===== config.mk =====
export PLATFORM = sky130hd
export DESIGN_NAME = flow_stack_ctrl
export DESIGN_NICKNAME = d
export VERILOG_FILES = /design/src/rtl/fsc_pkg.sv /design/src/rtl/fsc_decode.sv /design/src/rtl/fsc_stack.sv /design/src/rtl/fsc_irq_ctrl.sv /design/src/rtl/flow_stack_ctrl.sv
export SDC_FILE = /design/constraint.sdc
export NUM_CORES = 1
export LEC_CHECK = 0
export CAP_MARGIN = 20
export CORE_MARGIN = 2
export CORE_UTILIZATION = 61
export CTS_CLUSTER_DIAMETER = 40
export DETAILED_ROUTE_END_ITERATION = 10
export HOLD_SLACK_MARGIN = 0.15
export PLACE_DENSITY = 0.82
export SKIP_LAST_GASP = 1
export SLEW_MARGIN = 15
export SYNTH_ARGS = -nofsm -noshare
export SYNTH_HDL_FRONTEND = slang
export SYNTH_HIERARCHICAL = 1
export SYNTH_SLANG_ARGS = --single-unit

===== constraint.sdc =====
create_clock -name clk -period 5 [get_ports clk]
set_input_delay 1 -clock clk [delete_from_list [all_inputs] [get_ports clk]]
set_output_delay 1 -clock clk [all_outputs]
set_load 0.01 [all_outputs]

===== src/rtl/fsc_pkg.sv =====
// Shared types for the flow/stack controller.
// Assumes the 14-bit instruction format with a 2-bit major class in bits 13:12.
package fsc_pkg;
    localparam int IW = 14;

    typedef enum logic [3:0] {
        K_SEQ,
        K_CALL,
        K_GOTO,
        K_RET,
        K_RETI,
        K_DI,
        K_EI,
        K_PORT,
        K_JUMP
    } op_kind_e;

    typedef enum logic [1:0] {
        C_Z  = 2'b00,
        C_NZ = 2'b01,
        C_C  = 2'b10,
        C_NC = 2'b11
    } cond_e;
endpackage


===== src/rtl/fsc_decode.sv =====
// Instruction classifier: maps a raw word to a flow kind, a jump test and a
// target, and says whether the word may be interrupted.
// Assumes AW <= IW-4 so the target field fits below the class bits.
module fsc_decode
    import fsc_pkg::*;
#(
    parameter int AW = 10
) (
    input  logic [IW-1:0] instr,
    output op_kind_e      kind,
    output cond_e         cond,
    output logic [AW-1:0] target,
    output logic          interruptible
);
    // Classify the word by its major and minor class fields.
    always_comb begin
        target = instr[AW-1:0];
        cond   = cond_e'(instr[IW-3:IW-4]);
        kind   = K_SEQ;
        case (instr[IW-1:IW-2])
            2'b00: begin
                case (instr[IW-3:IW-4])
                    2'b00: kind = K_CALL;
                    2'b01: kind = K_GOTO;
                    2'b10: begin
                        case (instr[IW-5:IW-6])
                            2'b00:   kind = K_RET;
                            2'b01:   kind = K_RETI;
                            2'b10:   kind = K_DI;
                            default: kind = K_EI;
                        endcase
                    end
                    default: kind = K_PORT;
                endcase
            end
            2'b01:   kind = K_JUMP;
            2'b10:   kind = K_SEQ;
            default: kind = (instr[IW-3:IW-4] == 2'b11) ? K_PORT : K_SEQ;
        endcase
    end

    // Protected words: enable, disable, interrupt return and port accesses.
    always_comb begin
        interruptible = !(kind == K_RETI || kind == K_DI ||
                          kind == K_EI   || kind == K_PORT);
    end
endmodule


===== src/rtl/fsc_stack.sv =====
// Return-address store: a register-based LIFO with a wrapping pointer.
// Assumes DEPTH is a power of two and that push and pop never coincide.
// The top entry (one below the pointer) is read combinationally.
module fsc_stack #(
    parameter int DEPTH = 16,
    parameter int EW    = 12
) (
    input  logic          clk,
    input  logic          rst_n,
    input  logic          push,
    input  logic          pop,
    input  logic [EW-1:0] push_data,
    output logic [EW-1:0] top_data
);
    localparam int SPW = $clog2(DEPTH);

    logic [SPW-1:0] sp;
    logic [SPW-1:0] sp_below;
    logic [EW-1:0]  mem [DEPTH];

    // Index of the most recently pushed entry.
    always_comb sp_below = sp - SPW'(1);

    // Expose that entry as the top of the stack.
    always_comb top_data = mem[sp_below];

    // Write on push, move the pointer on push or pop, clear all on reset.
    always_ff @(posedge clk) begin
        if (!rst_n) begin
            sp <= '0;
            for (int i = 0; i < DEPTH; i++) mem[i] <= '0;
        end else if (push) begin
            mem[sp] <= push_data;
            sp      <= sp + SPW'(1);
        end else if (pop) begin
            sp <= sp_below;
        end
    end
endmodule


===== src/rtl/fsc_irq_ctrl.sv =====
// Interrupt sequencer: user enable bit, acceptance test, and the acknowledge
// and pending-vector registers. The vector call happens one cycle after
// acceptance. The caller gates set/clear/leave off during that vector cycle.
module fsc_irq_ctrl (
    input  logic clk,
    input  logic rst_n,
    input  logic int_req,
    input  logic interruptible,
    input  logic set_en,
    input  logic clr_en,
    input  logic leave,
    output logic int_ack,
    output logic vector_now
);
    logic en_q;
    logic accept;

    // Acceptance: request, nothing in service, enabled, word not protected.
    always_comb accept = int_req && !int_ack && en_q && interruptible && !vector_now;

    // Update the enable, the acknowledge and the pending vector call.
    always_ff @(posedge clk) begin
        if (!rst_n) begin
            en_q       <= 1'b0;
            int_ack    <= 1'b0;
            vector_now <= 1'b0;
        end else begin
            vector_now <= accept;
            if (set_en)      en_q <= 1'b1;
            else if (clr_en) en_q <= 1'b0;
            if (accept)      int_ack <= 1'b1;
            else if (leave)  int_ack <= 1'b0;
        end
    end
endmodule


===== src/rtl/flow_stack_ctrl.sv =====
// Next-address unit with a return stack and single-source interrupt control.
// Assumes a single-cycle core that loads pc from pc_next each edge, discards
// the fetched word when irq_entry is high, and loads Z/C when flags_restore is
// high. Stack entries are {return address, Z, C}.
module flow_stack_ctrl
    import fsc_pkg::*;
#(
    parameter int            AW        = 10,
    parameter int            DEPTH     = 16,
    parameter logic [AW-1:0] RESET_VEC = '0,
    parameter logic [AW-1:0] IRQ_VEC   = AW'(1)
) (
    input  logic          clk,
    input  logic          rst_n,
    input  logic [IW-1:0] instr,
    input  logic [AW-1:0] pc,
    input  logic          z_in,
    input  logic          c_in,
    input  logic          int_req,
    output logic [AW-1:0] pc_next,
    output logic          int_ack,
    output logic          irq_entry,
    output logic          flags_restore,
    output logic          z_restored,
    output logic          c_restored
);
    localparam int EW = AW + 2;

    op_kind_e      kind;
    cond_e         cond;
    logic [AW-1:0] target;
    logic          interruptible;
    logic          push, pop;
    logic [EW-1:0] push_data, top_data;
    logic [AW-1:0] pc_inc;
    logic          cond_hit;
    logic          exec;

    fsc_decode #(.AW(AW)) u_dec (
        .instr         (instr),
        .kind          (kind),
        .cond          (cond),
        .target        (target),
        .interruptible (interruptible)
    );

    fsc_stack #(.DEPTH(DEPTH), .EW(EW)) u_stk (
        .clk       (clk),
        .rst_n     (rst_n),
        .push      (push),
        .pop       (pop),
        .push_data (push_data),
        .top_data  (top_data)
    );

    fsc_irq_ctrl u_irq (
        .clk           (clk),
        .rst_n         (rst_n),
        .int_req       (int_req),
        .interruptible (interruptible),
        .set_en        (exec && kind == K_EI),
        .clr_en        (exec && kind == K_DI),
        .leave         (exec && kind == K_RETI),
        .int_ack       (int_ack),
        .vector_now    (irq_entry)
    );

    // The fetched word takes effect only outside the vector cycle.
    always_comb exec = !irq_entry;

    // Sequential successor address.
    always_comb pc_inc = pc + AW'(1);

    // Evaluate the conditional-jump test against the live flags.
    always_comb begin
        case (cond)
            C_Z:     cond_hit = z_in;
            C_NZ:    cond_hit = !z_in;
            C_C:     cond_hit = c_in;
            default: cond_hit = !c_in;
        endcase
    end

    // Select the next address and the stack operation.
    always_comb begin
        push      = 1'b0;
        pop       = 1'b0;
        push_data = {pc_inc, z_in, c_in};
        pc_next   = pc_inc;
        if (!rst_n) begin
            pc_next = RESET_VEC;
        end else if (irq_entry) begin
            push      = 1'b1;
            push_data = {pc, z_in, c_in};
            pc_next   = IRQ_VEC;
        end else begin
            case (kind)
                K_CALL: begin
                    push    = 1'b1;
                    pc_next = target;
                end
                K_GOTO: pc_next = target;
                K_RET, K_RETI: begin
                    pop     = 1'b1;
                    pc_next = top_data[EW-1:2];
                end
                K_JUMP: pc_next = cond_hit ? target : pc_inc;
                default: pc_next = pc_inc;
            endcase
        end
    end

    // Hand the saved flags back on an interrupt return.
    always_comb begin
        flags_restore = rst_n && exec && kind == K_RETI;
        z_restored    = top_data[1];
        c_restored    = top_data[0];
    end
endmodule


==> Word level (Yosys, flattened, before mapping) <==
Memories as Yosys holds them, arrays and structs flattened.
Index checks and enable logic that the tools add are counted.
Widths: inputs -> output; s select.
{ "op_classes": {"addsub": 3, "eq_ne": 15, "muxes": 30, "n_reduce_logical": 26} }
{ "ops": {"columns": ["cell", "n"], "rows": [
  ["$mux 12", 3],
  ["$mux 10", 3],
  ["$pmux 10 s3", 1],
  ["$pmux 4 s3", 2],
  ["$eq 4x3->1 const B", 4],
  ["$mux 1", 15],
  ["$mux 4", 3],
  ["$reduce_or 12->1", 1],
  ["$add 10x1->10 const B", 1],
  ["$logic_and 1x1->1", 9],
  ["$pmux 3 s3", 1],
  ["$eq 2x2->1 const B", 4],
  ["$eq 4x2->1 const B", 2],
  ["$eq 2x1->1 const B", 3],
  ["$logic_not 2->1", 3],
  ["$reduce_bool 2->1", 3],
  ["$logic_not 1->1", 5],
  ["$add 4x1->4 const B", 1],
  ["$eq 4x1->1 const B", 1],
  ["$eq 4x4->1 const B", 1],
  ["$reduce_or 2->1", 2],
  ["$sub 4x1->4 const B", 1],
  ["$logic_or 1x1->1", 3],
  ["$mux 3", 1],
  ["$pmux 1 s3", 1]
]} }
{ "word_totals": {"reg_bits": 7, "ramBits": 192, "in_bits": 29, "out_inout_bits": 15, "elab_cells": 79, "memories": 1} }
{ "memory_table": {"columns": ["memory", "depth", "word_bits", "read_ports", "rd_ports_with_merged_regs", "wr", "line", "text"], "rows": [
  ["u_stk.mem", 16, 12, 1, 0, 16, "fsc_stack.sv:19", "logic [EW-1:0] mem [DEPTH];"]
]} }

==> Logic depth before layout (Yosys ltp) <==
Gate-level depths: netlist (run 1).
{ "logic_depth": {"word_depth": 13, "depth_mapped": 14, "mapped_depth_nobuf": 12} }

==> Modules after synthesis <==
The synthesis (run 1) kept the hierarchy.
{ "modules_own_cells": {"columns": ["mod", "n_inst", "cells_per_inst", "area_per_inst_um2", "seq_area_each_um2"], "rows": [
  ["fsc_stack", 1, 599, 9185.1, 5845.6],
  ["flow_stack_ctrl", 1, 116, 789.5, 0.0],
  ["fsc_decode", 1, 33, 225.2, 0.0],
  ["fsc_irq_ctrl", 1, 10, 105.1, 60.1]
]} }

==> Least setup slack after synthesis (run 1) <==
Ideal clock, no wire load.
{ "synth_path": {"kind": "input -> output", "startpoint": "in instr[8]", "endpoint": "out pc_next[5]", "arrival_time_ps": 2941, "required_ps": 4000, "slack_ps": 1059, "path_stages": 11, "path_buffers": 1, "cell_sequence": "inv_1 -> ha_1 -> nor2_1 -> o21bai_1 -> a311o_1 -> buf_6 -> nor2_2 -> or4b_1 -> a31oi_2 -> a2bb2oi_1 -> o21ai_1"} }
{ "synth_between": {"elab_chain_cells": 9, "word_cells_on_any_way": 16, "classes_between": "eq/ne: 7; mux: 6; reduce/logical: 3"} }
{ "synth_rtl": {"columns": ["element", "line", "text"], "rows": [
  ["from (decl)", "flow_stack_ctrl.sv:15", "input logic [IW-1:0] instr,"],
  ["$eq 2x2->1 (tied with other cells)", "fsc_decode.sv:26", "case (instr[IW-5:IW-6])"],
  ["$pmux 3 s3 (*)", "fsc_decode.sv:26", null],
  ["$pmux 4 s3 (*)", "fsc_decode.sv:22", "case (instr[IW-3:IW-4])"],
  ["$pmux 4 s3 (*)", "fsc_decode.sv:20", "case (instr[IW-1:IW-2])"],
  ["named net kind[0]", "flow_stack_ctrl.sv:29", "op_kind_e kind;"],
  ["$eq 4x3->1 (tied with other cells)", "flow_stack_ctrl.sv:97", "case (kind)"],
  ["$reduce_or 2->1, on equally long branches", null, null],
  ["$pmux 10 s3 (*)", "flow_stack_ctrl.sv:97", null],
  ["$mux 10 (*)", "flow_stack_ctrl.sv:92", "end else if (irq_entry) begin"],
  ["$mux 10 (*)", "flow_stack_ctrl.sv:90", "if (!rst_n) begin"],
  ["to (decl)", "flow_stack_ctrl.sv:20", "output logic [AW-1:0] pc_next,"]
]} }
Mark *: on every way through the listed nets, which the timed path passes. The rest lies on a longest branch.

==> Worst setup path after layout (run 1) <==
{ "layout_path": {"startpoint": "in instr[9]", "endpoint": "out pc_next[9]"} }
The elaborated chain is that of the path after synthesis.

==> results of run 1 <==
## routing by layer
metal  GRT usage  vias up  wire, um
met2       0.460      385     12200
met5           0        -         0
li1            -     2885         -
met3      0.0556       62      2410
met1       0.386     3272      9640
met4       0.144        0      1100
## layout by cell type, fill, tap and decap left out, types with 3 or more instances in the layout
cell,netlist,final
sky130_fd_sc_hd__dfxtp_1,7,6
sky130_fd_sc_hd__inv_8,0,3
sky130_fd_sc_hd__bufinv_16,0,4
sky130_fd_sc_hd__mux2i_1,12,12
sky130_fd_sc_hd__xor2_1,10,8
sky130_fd_sc_hd__ha_1,9,8
sky130_fd_sc_hd__clkdlybuf4s50_1,0,34
sky130_fd_sc_hd__nand2b_1,9,9
sky130_fd_sc_hd__mux4_2,33,33
sky130_fd_sc_hd__clkbuf_16,0,17
sky130_fd_sc_hd__nor3_1,10,10
sky130_fd_sc_hd__edfxtp_1,192,192
sky130_fd_sc_hd__nor2_1,23,23
sky130_fd_sc_hd__inv_1,6,6
sky130_fd_sc_hd__nand4_1,3,3
sky130_fd_sc_hd__mux4_1,15,15
sky130_fd_sc_hd__and3_1,3,3
sky130_fd_sc_hd__nand2_1,22,22
sky130_fd_sc_hd__o21a_1,3,3
sky130_fd_sc_hd__o22a_1,5,5
sky130_fd_sc_hd__a211oi_1,11,11
sky130_fd_sc_hd__nor2b_1,19,19
sky130_fd_sc_hd__o21ai_0,17,16
sky130_fd_sc_hd__xnor2_1,13,12
sky130_fd_sc_hd__o21ai_1,3,3
sky130_fd_sc_hd__inv_6,0,3
sky130_fd_sc_hd__dlymetal6s2s_1,0,9
sky130_fd_sc_hd__a21oi_1,19,19
sky130_fd_sc_hd__and2_1,199,198
sky130_fd_sc_hd__a22oi_1,6,6
sky130_fd_sc_hd__a31oi_1,3,3
sky130_fd_sc_hd__clkinv_4,0,3
sky130_fd_sc_hd__nand3_1,8,8
sky130_fd_sc_hd__buf_4,15,64
## stage by stage
stage / instance area [um2] / hold slack, ps / util / instances / setup TNS [ps]
after global placement: 11100 / 473 / 0.674 / 1017 / 0
final: 11900 / 506 / 0.720 / 1052 / 0
after CTS: 11800 / 507 / 0.713 / 1050 / 0
after detailed placement: 11100 / 496 / 0.674 / 1018 / -113
after floorplan: 10300 / 469 / - / 758 / 0
after global routing: 11900 / 517 / 0.720 / 1052 / -63.8
## tightest hold or removal path, delay by kind of cell (launching register included)
kind	cells	cell delay, ps
DFF	1	330
AOI/OAI and AO/OA	1	60
and+or+nand+nor	1	80
## cell type report
type	count	area [um2]	share of cell area
flip-flops and latches	199	5910	0.497
inverters	7	26.3	0.00221
multi-input cells	485	4070	0.342
well taps	220	275	0.0231
clock buffers	18	429	0.0361
clock inverters	14	214	0.0180
repair buffers	109	973	0.0819
## timing repair
action	in CTS	in global routing
gates resized for setup	2	19
endpoints found under the hold margin	0	0
pin swaps	0	2
endpoints found under the setup margin	10	10
buffers inserted	0	2
## cells by family after synthesis
| family | count (synthesis) |
|---|---|
| adders and majority gates | 9 |
| muxes | 62 |
| xor gates and xnor gates | 25 |
| DFF | 199 |
| AOI/OAI and AO/OA | 81 |
| and+or+nand+nor | 308 |
| buffers and inverters | 74 |
## state kept, by name (all words and copies together), names as in the netlist
signal / flops
u_irq/vector_now: 1
u_irq/int_ack: 1
u_irq/en_q: 1
u_stk/sp: 4
u_stk/mem: 192
## power by group through the flow
stage                     logic [mW]  registers (mW)  clock network [mW]
after CTS                      0.565            1.90                1.50
final                          0.590            1.90                1.48
after global routing           0.615            1.90                1.56
after detailed placement       0.558            1.94                   0
after global placement         0.544            1.93                   0
after floorplan                0.351            1.92                   0
## how the worst max path moves through the flow
stage | slack [ps] | start | endpoint
after floorplan | 1060 | instr[8] | pc_next[5]
after global placement | 90 | instr[9] | pc_next[6]
after detailed placement | -30 | instr[9] | pc_next[5]
after CTS | 5 | instr[9] | pc_next[4]
after global routing | -60 | instr[8] | pc_next[9]
final | 60 | instr[9] | pc_next[9]
==> impl_summary.md, run 1 <==
CTS
The clock passes through at most 2 buffers. The post-cts hold buffer count is 0. The tree built by TritonCTS fans out to 199 sinks. The CTS tree is built. The number of CTS-inserted buffers is 17.

CTS placed an instance of sky130_fd_sc_hd__clkbuf_16 at the clock tree root. The clock-pin transition on the worst setup and hold timing paths is 70 ps. The clock latency on the worst-skew pair is 440 ps. The deepest level of the CTS H-tree is 4.

STA
The final period utilization is 0.988. The worst relative slew slack is 0.522. The final-report hold violation count is 0. The total count of max-transition violations in the final report is 0. The pin slew with the least headroom to its limit is 715 ps. The minimum setup slack in the final design is 60.7 ps. The clock period minus final worst setup slack is 4940 ps. The clock skew is 11.0 ps. Setup violations remaining at the end of the flow were counted as 0. Static timing analysis puts the maximum clock frequency at 0.202 GHz.

Worst hold path
In this run the most critical hold path is launched from u_irq/int_ack. The worst hold path terminates at u_irq/int_ack. The worst hold path was traced through 2 stages. The worst hold path belongs to the class reg2reg.

Drt
The number of remaining DRC errors is 0. Summing over every cut layer, the via total after detailed routing is 6,604. The average wire length per cell after detail routing is 24.1 um. The detailed router's first-iteration violation count is 794. The mean number of vias per cell is 6.28. The detailed-routing iteration count for the pre-antenna-repair pass is 5. The total wire length after detailed routing is 25.3 mm. Once detail routing completed, the nets flagged for antenna violations numbered 0.

Critical path
The dominant delay contributor by cell family on the critical path is buffers and inverters. The worst setup path is captured at an output port. The internal reg-to-reg setup slack is 2520 ps.

The origin of the critical flop-to-flop path is u_stk/sp[0]. The critical path crosses 14 cells after its start point. The worst register-to-register path has a depth of 6.

The maximum fanout along the worst path is 10. The slowest cell on the critical path is sky130_fd_sc_hd__clkdlybuf4s50_1. For the worst setup path, the data required time is 4000 ps. The delay of the slowest cell on the worst path is 520 ps.

Counting stages on the worst path, the most repeated cell is sky130_fd_sc_hd__clkdlybuf4s50_1. The kind of critical path is in2out. The terminus of the critical flop-to-flop path is u_stk/mem[3][4]. The critical path data arrival time is 3940 ps. The buffer and inverter count on the worst path is 5.

The type of origin of the critical path is an input pin. The critical path goes through clkdlybuf4s50_1 > inv_1 > ha_1 > nor2_1 > o21bai_1 > a311o_1 > nor2_4 > buf_4 > nand2_1 > o32ai_4 > buf_12 > o22a_1 > a21oi_1 > clkdlybuf4s50_1.

Pwr
The power share of the combinational group is 0.149. Internal power comes to 2.99 mW. IR analysis of the VDD net gives a maximum drop of 0.269 mV. The net switching component of the power is 0.986 mW. The final total power is 3.97 mW. For this design the static power due to leakage is 4.49 nW. The switching portion of total power is 0.248.

The share of total power dissipated in the clock network is 0.373. The sequential power share is 0.478. The power per cell area is 334 nW/um2.

Layout
The post-layout net count is 857. The repair_antennas step left the layout with diodes totalling 0. Of the cells placed in the final design, the portion with a size suffix greater than 1 is 0.181. Relative to the synthesized area, the layout overhead comes to 15.4%.

Fill cells in the final layout number 1,011.

Place
The number of input and output port buffers inserted is 43. Summed over all nets, the half-perimeter wirelength after detailed placement is 16.3 mm. At the end of routability-driven placement, the weighted congestion stood at 0.934. The pre-CTS worst setup slack is -33.0 ps.

Floorplanning
The floorplan has 47 rows. The x dimension of the die is 134 um. The top-level I/O count is 44. The die span in y is 134 um.

For this configuration, the core starts out at a cell density of 0.624. In this run the standard cell core region covers 16,500 um2. The die covers 17,900 um2.

Yosys
Counting every instance in the synthesized netlist gives 758. After synthesis, the share of flip-flops with an asynchronous set or reset is 0. The mean post-synth cell area is 13.6 um2.

The largest total area in the synthesized netlist belongs to sky130_fd_sc_hd__edfxtp_1. The post-synthesis share of cell area spent on and, or, nand and nor gates is 0.176. By count the netlist is led by sky130_fd_sc_hd__and2_1 (199), sky130_fd_sc_hd__edfxtp_1 (192), sky130_fd_sc_hd__clkbuf_1 (34). The most repeated cell in the gate-level netlist after synthesis is sky130_fd_sc_hd__and2_1. Of the total synthesized cell area, the portion taken by full adders, half adders and majority gates is 0.0109. The post-synthesis sequential element count is 199. The share of the synthesized area in compound gates (AO/OA/AOI/OAI) came to 0.0533. By area, the combinational part of the netlist is dominated by simple AND/OR/NAND/NOR gates. The synthesized design contains 192 enable-type register cells. The multiplexer share of the synthesized area is 0.124. The fraction of synthesized cell area in xor and xnor cells is 0.0227. For this run, the number of Yosys warnings is 6. The post-synth net total is 796. In this run, distinct cell masters in the synthesized netlist total 59.

The post-synthesis sequential area ratio is 0.573. In the post-synthesis netlist, the biggest area contributors are sky130_fd_sc_hd__edfxtp_1 (56%), sky130_fd_sc_hd__and2_1 (12%), sky130_fd_sc_hd__mux4_2 (7.2%), sky130_fd_sc_hd__mux4_1 (3.8%), sky130_fd_sc_hd__dfxtp_1 (1.4%). The area of the mapped netlist is 10,300 um2.

The top flip-flop cell by instance count after synthesis is sky130_fd_sc_hd__edfxtp_1. The share of synthesized area in the top cell type comes to 0.559.

Global routing
The remaining global-route overflow is 0. In the global route stage, overall resource usage came out at 0.289. The largest net degree at the start of global routing is 29.

The number of antenna violations at the first check in global routing is 0. The number of global-route vias before repair was 6,652. The global-route wire length before repair is 37.9 mm.

Job
The max capacitance violation total is 0.

Status
The flow ran to the end, and the final reports show no timing, DRC or antenna violations.
No activity file was read; power rests on OpenSTA's default activity.
==> run 2: changes to the inputs <==
SLEW_MARGIN = 20   (was 15)
==> impl_summary.md, run 2 (synthesis results as in run 1) <==
Pwr
The internal power component is 2.94 mW. For this design the ratio of total power to cell area is 331 nW/um2. The design draws 3.93 mW.

The maximum vdd ir drop is 0.247 mV. Of the total power, the clock network draws 0.366. The leakage power of the design is 4.40 nW. The net switching component of the power is 0.991 mW. The power share of the combinational group is 0.150. The sequential power share is 0.484.

The switching portion of total power is 0.252.

Layout
The register with the most flip-flops in the layout has 192 of them. Of the cells placed in the final design, the portion with a size suffix greater than 1 is 0.181. In the layout the commonest cells are sky130_fd_sc_hd__and2_1 (198), sky130_fd_sc_hd__edfxtp_1 (192), sky130_fd_sc_hd__buf_4 (63), sky130_fd_sc_hd__clkdlybuf4s50_1 (39), sky130_fd_sc_hd__mux4_2 (33). The most frequent standard cell in the layout excluding fill and tap cells is sky130_fd_sc_hd__and2_1.

The largest registers in the layout are u_stk/mem: 192 flops, u_stk/sp: 4 flops. The final standard cell utilization of the core is 0.717. The area added between synthesis and finish is 15.0%. The sequential cell area in the final layout is 5910 um2. The count of inserted antenna diode cells is 0.

The multi-input combinational cells in the finished layout cover a total of 4070 um2. The register with the most flip-flops in the final layout is u_stk/mem. Counting the fill cells in the layout gives 1,002.

In the final design database the tool counted 856 nets.

STA
Setup violations remaining at the end of the flow were counted as 0. For this run, the top clock speed supported by timing is 0.202 GHz. The tightest hold path in the finished design has a slack of 512 ps. In the finished design, the share of the clock period the worst path needs comes to 0.989. Setup repair after global routing could not meet its margin everywhere.

The total negative slack for setup checks is 0 ps. The clock skew is 8.64 ps. The clock period minus final worst setup slack is 4940 ps. The final-report hold violation count is 0. The total count of max-transition violations in the final report is 0. The pin slew with the least headroom to its limit is 877 ps. The worst pin sits at a relative slew slack of 0.415.

Floorplanning
The top-level I/O count is 44. The initial utilization of the core area, before any placement, comes to 0.624. The number of standard-cell rows in the floorplan is 47. The x dimension of the die is 134 um. The core box area is 16,500 um2. In this run the vertical extent of the chip is 134 um. The overall die area is 17,900 um2.

Critical path
STA puts the critical path data arrival time at 3940 ps. The worst register-to-register path has a depth of 6. Of all nets on the critical path, the largest fanout is 10. The kind of critical path is in2out.

The origin of the critical flop-to-flop path is u_stk/sp[0]. The type of origin of the critical path is an input pin. The endpoint identified for the worst register-to-register timing path is u_stk/mem[3][4]. The critical path capture point type is an output port. Data on the critical path is required at its endpoint by 4000 ps.

The critical path startpoint is instr[8]. The worst register-to-register path has a setup slack of 2530 ps.

CTS
TritonCTS built the clock tree. The buffer cell driving the clock tree root is sky130_fd_sc_hd__clkbuf_16. The number of clock buffers added by TritonCTS is 17. Counting along the longest clock path gives a buffer depth of 2. The clock-pin transition on the worst setup and hold timing paths is 70 ps.

The clock latency on the worst-skew pair is 430 ps. CTS built an H-tree with a depth of 4. The TritonCTS sink count is 199.

Job
The max capacitance violation total is 0.

Drt
After detailed routing, the number of vias per cell comes to 6.39. The routed design has 25.4 mm of wire. The detailed-routing iteration count for the pre-antenna-repair pass is 5. The average wire length per cell after detail routing is 24.2 um. The detailed router finished its first iteration with 908 violations. Across all layers, the routed design uses 6,717 vias. The post-detailed-route count of antenna-violating nets is 0. The number of remaining DRC errors is 0.

Global routing
The number of antenna violations at the first check in global routing is 0. The largest net degree at the start of global routing is 29. The remaining global-route overflow is 0. The number of global-route vias before repair is 6,668.

The first global-routing pass estimated 38.4 mm of wire. Across every metal layer, demand over resource in global routing totals 0.291.

Place
In this run the tool buffered the top-level ports with 43 buffer cells. The HPWL after detailed placement is 16.2 mm. The final RePlAce weighted congestion is 0.934.

Worst hold path
Counting instances, the worst hold path has a depth of 2. For hold timing, the worst endpoint is u_irq/int_ack. The min-delay analysis places its worst path in the category reg2reg. The worst hold path begins at u_irq/int_ack.

Status
The flow ran to the end, and the final reports show no timing, DRC or antenna violations.
-- run 2: changes by cell type in the layout (fill, tap and decap cells not counted), sizes merged --
cell	before	now
clkdlybuf4s50	34	39
clkinv	3	4
buf	66	65
dlymetal6s2s	9	4
bufinv	4	3
-- run 2: per-stage QoR --
step | setup WS [ps] | cells | area (um2)
4_1_cts | 9.52 | 1049 | 11800
3_5_place_dp | -29.2 | 1017 | 11100
3_3_place_gp | 93.6 | 1017 | 11100
2_1_floorplan | 1060 | 758 | 10300
5_1_grt | -102 | 1051 | 11900
6_report | 55.8 | 1051 | 11900
-- run 2: timing repair --
| item | 4_1_cts | 5_1_grt |
|---|---|---|
| endpoints found under the setup margin | 3 | 10 |
| gates resized for setup | 2 | 14 |
| setup buffers | 0 | 2 |
| pin swaps | 1 | 2 |
| hold buffers | 0 | 0 |
-- run 2: area by class of cell --
| type | instances | area share |
|---|---|---|
| Sequential cell | 199 | 0.499 |
| Multi-Input combinational cell | 485 | 0.343 |
| Timing Repair Buffer | 108 | 0.0805 |
| Clock buffer | 18 | 0.0362 |
| Tap cell | 220 | 0.0232 |
| Clock inverter | 14 | 0.0159 |
| Inverter | 7 | 0.00222 |
-- run 2: worst max path at each step --
stage | end | slack, ps | cells after the start
after floorplan | pc_next[5] | 1060 | 11
after global routing | pc_next[7] | -100 | 13
after detailed placement | pc_next[6] | -30 | 12
after CTS | pc_next[6] | 10 | 12
after global placement | pc_next[6] | 90 | 12
final | pc_next[1] | 60 | 13
-- run 2: layer usage --
metal / global-route usage / share of wire / vias to the layer above
li1: - / - / 2880
met1: 0.400 / 0.37 / 3305
met2: 0.463 / 0.48 / 462
met3: 0.0574 / 0.11 / 70
met4: 0.118 / 0.040 / 0
met5: 0 / 0 / -
-- run 2: power by group through the flow --
stage / Combinational, mW / Clock [mW] / Sequential [mW]
final: 0.590 / 1.44 / 1.90
after detailed placement: 0.559 / 0 / 1.94
after CTS: 0.566 / 1.44 / 1.90
after global routing: 0.614 / 1.51 / 1.90
after global placement: 0.544 / 0 / 1.93
after floorplan: 0.351 / 0 / 1.92
-- run 2: critical path: stages --
cell and delay (ps):
sky130_fd_sc_hd__clkdlybuf4s50_1 490, sky130_fd_sc_hd__inv_1 70, sky130_fd_sc_hd__ha_1 210, sky130_fd_sc_hd__nor2_1 110
sky130_fd_sc_hd__o21bai_1 80, sky130_fd_sc_hd__a311o_1 380, sky130_fd_sc_hd__nor2_4 150, sky130_fd_sc_hd__xor2_1 240
sky130_fd_sc_hd__o32ai_4 140, sky130_fd_sc_hd__buf_12 150, sky130_fd_sc_hd__o22a_1 190, sky130_fd_sc_hd__a21oi_1 170
sky130_fd_sc_hd__clkdlybuf4s50_1 570
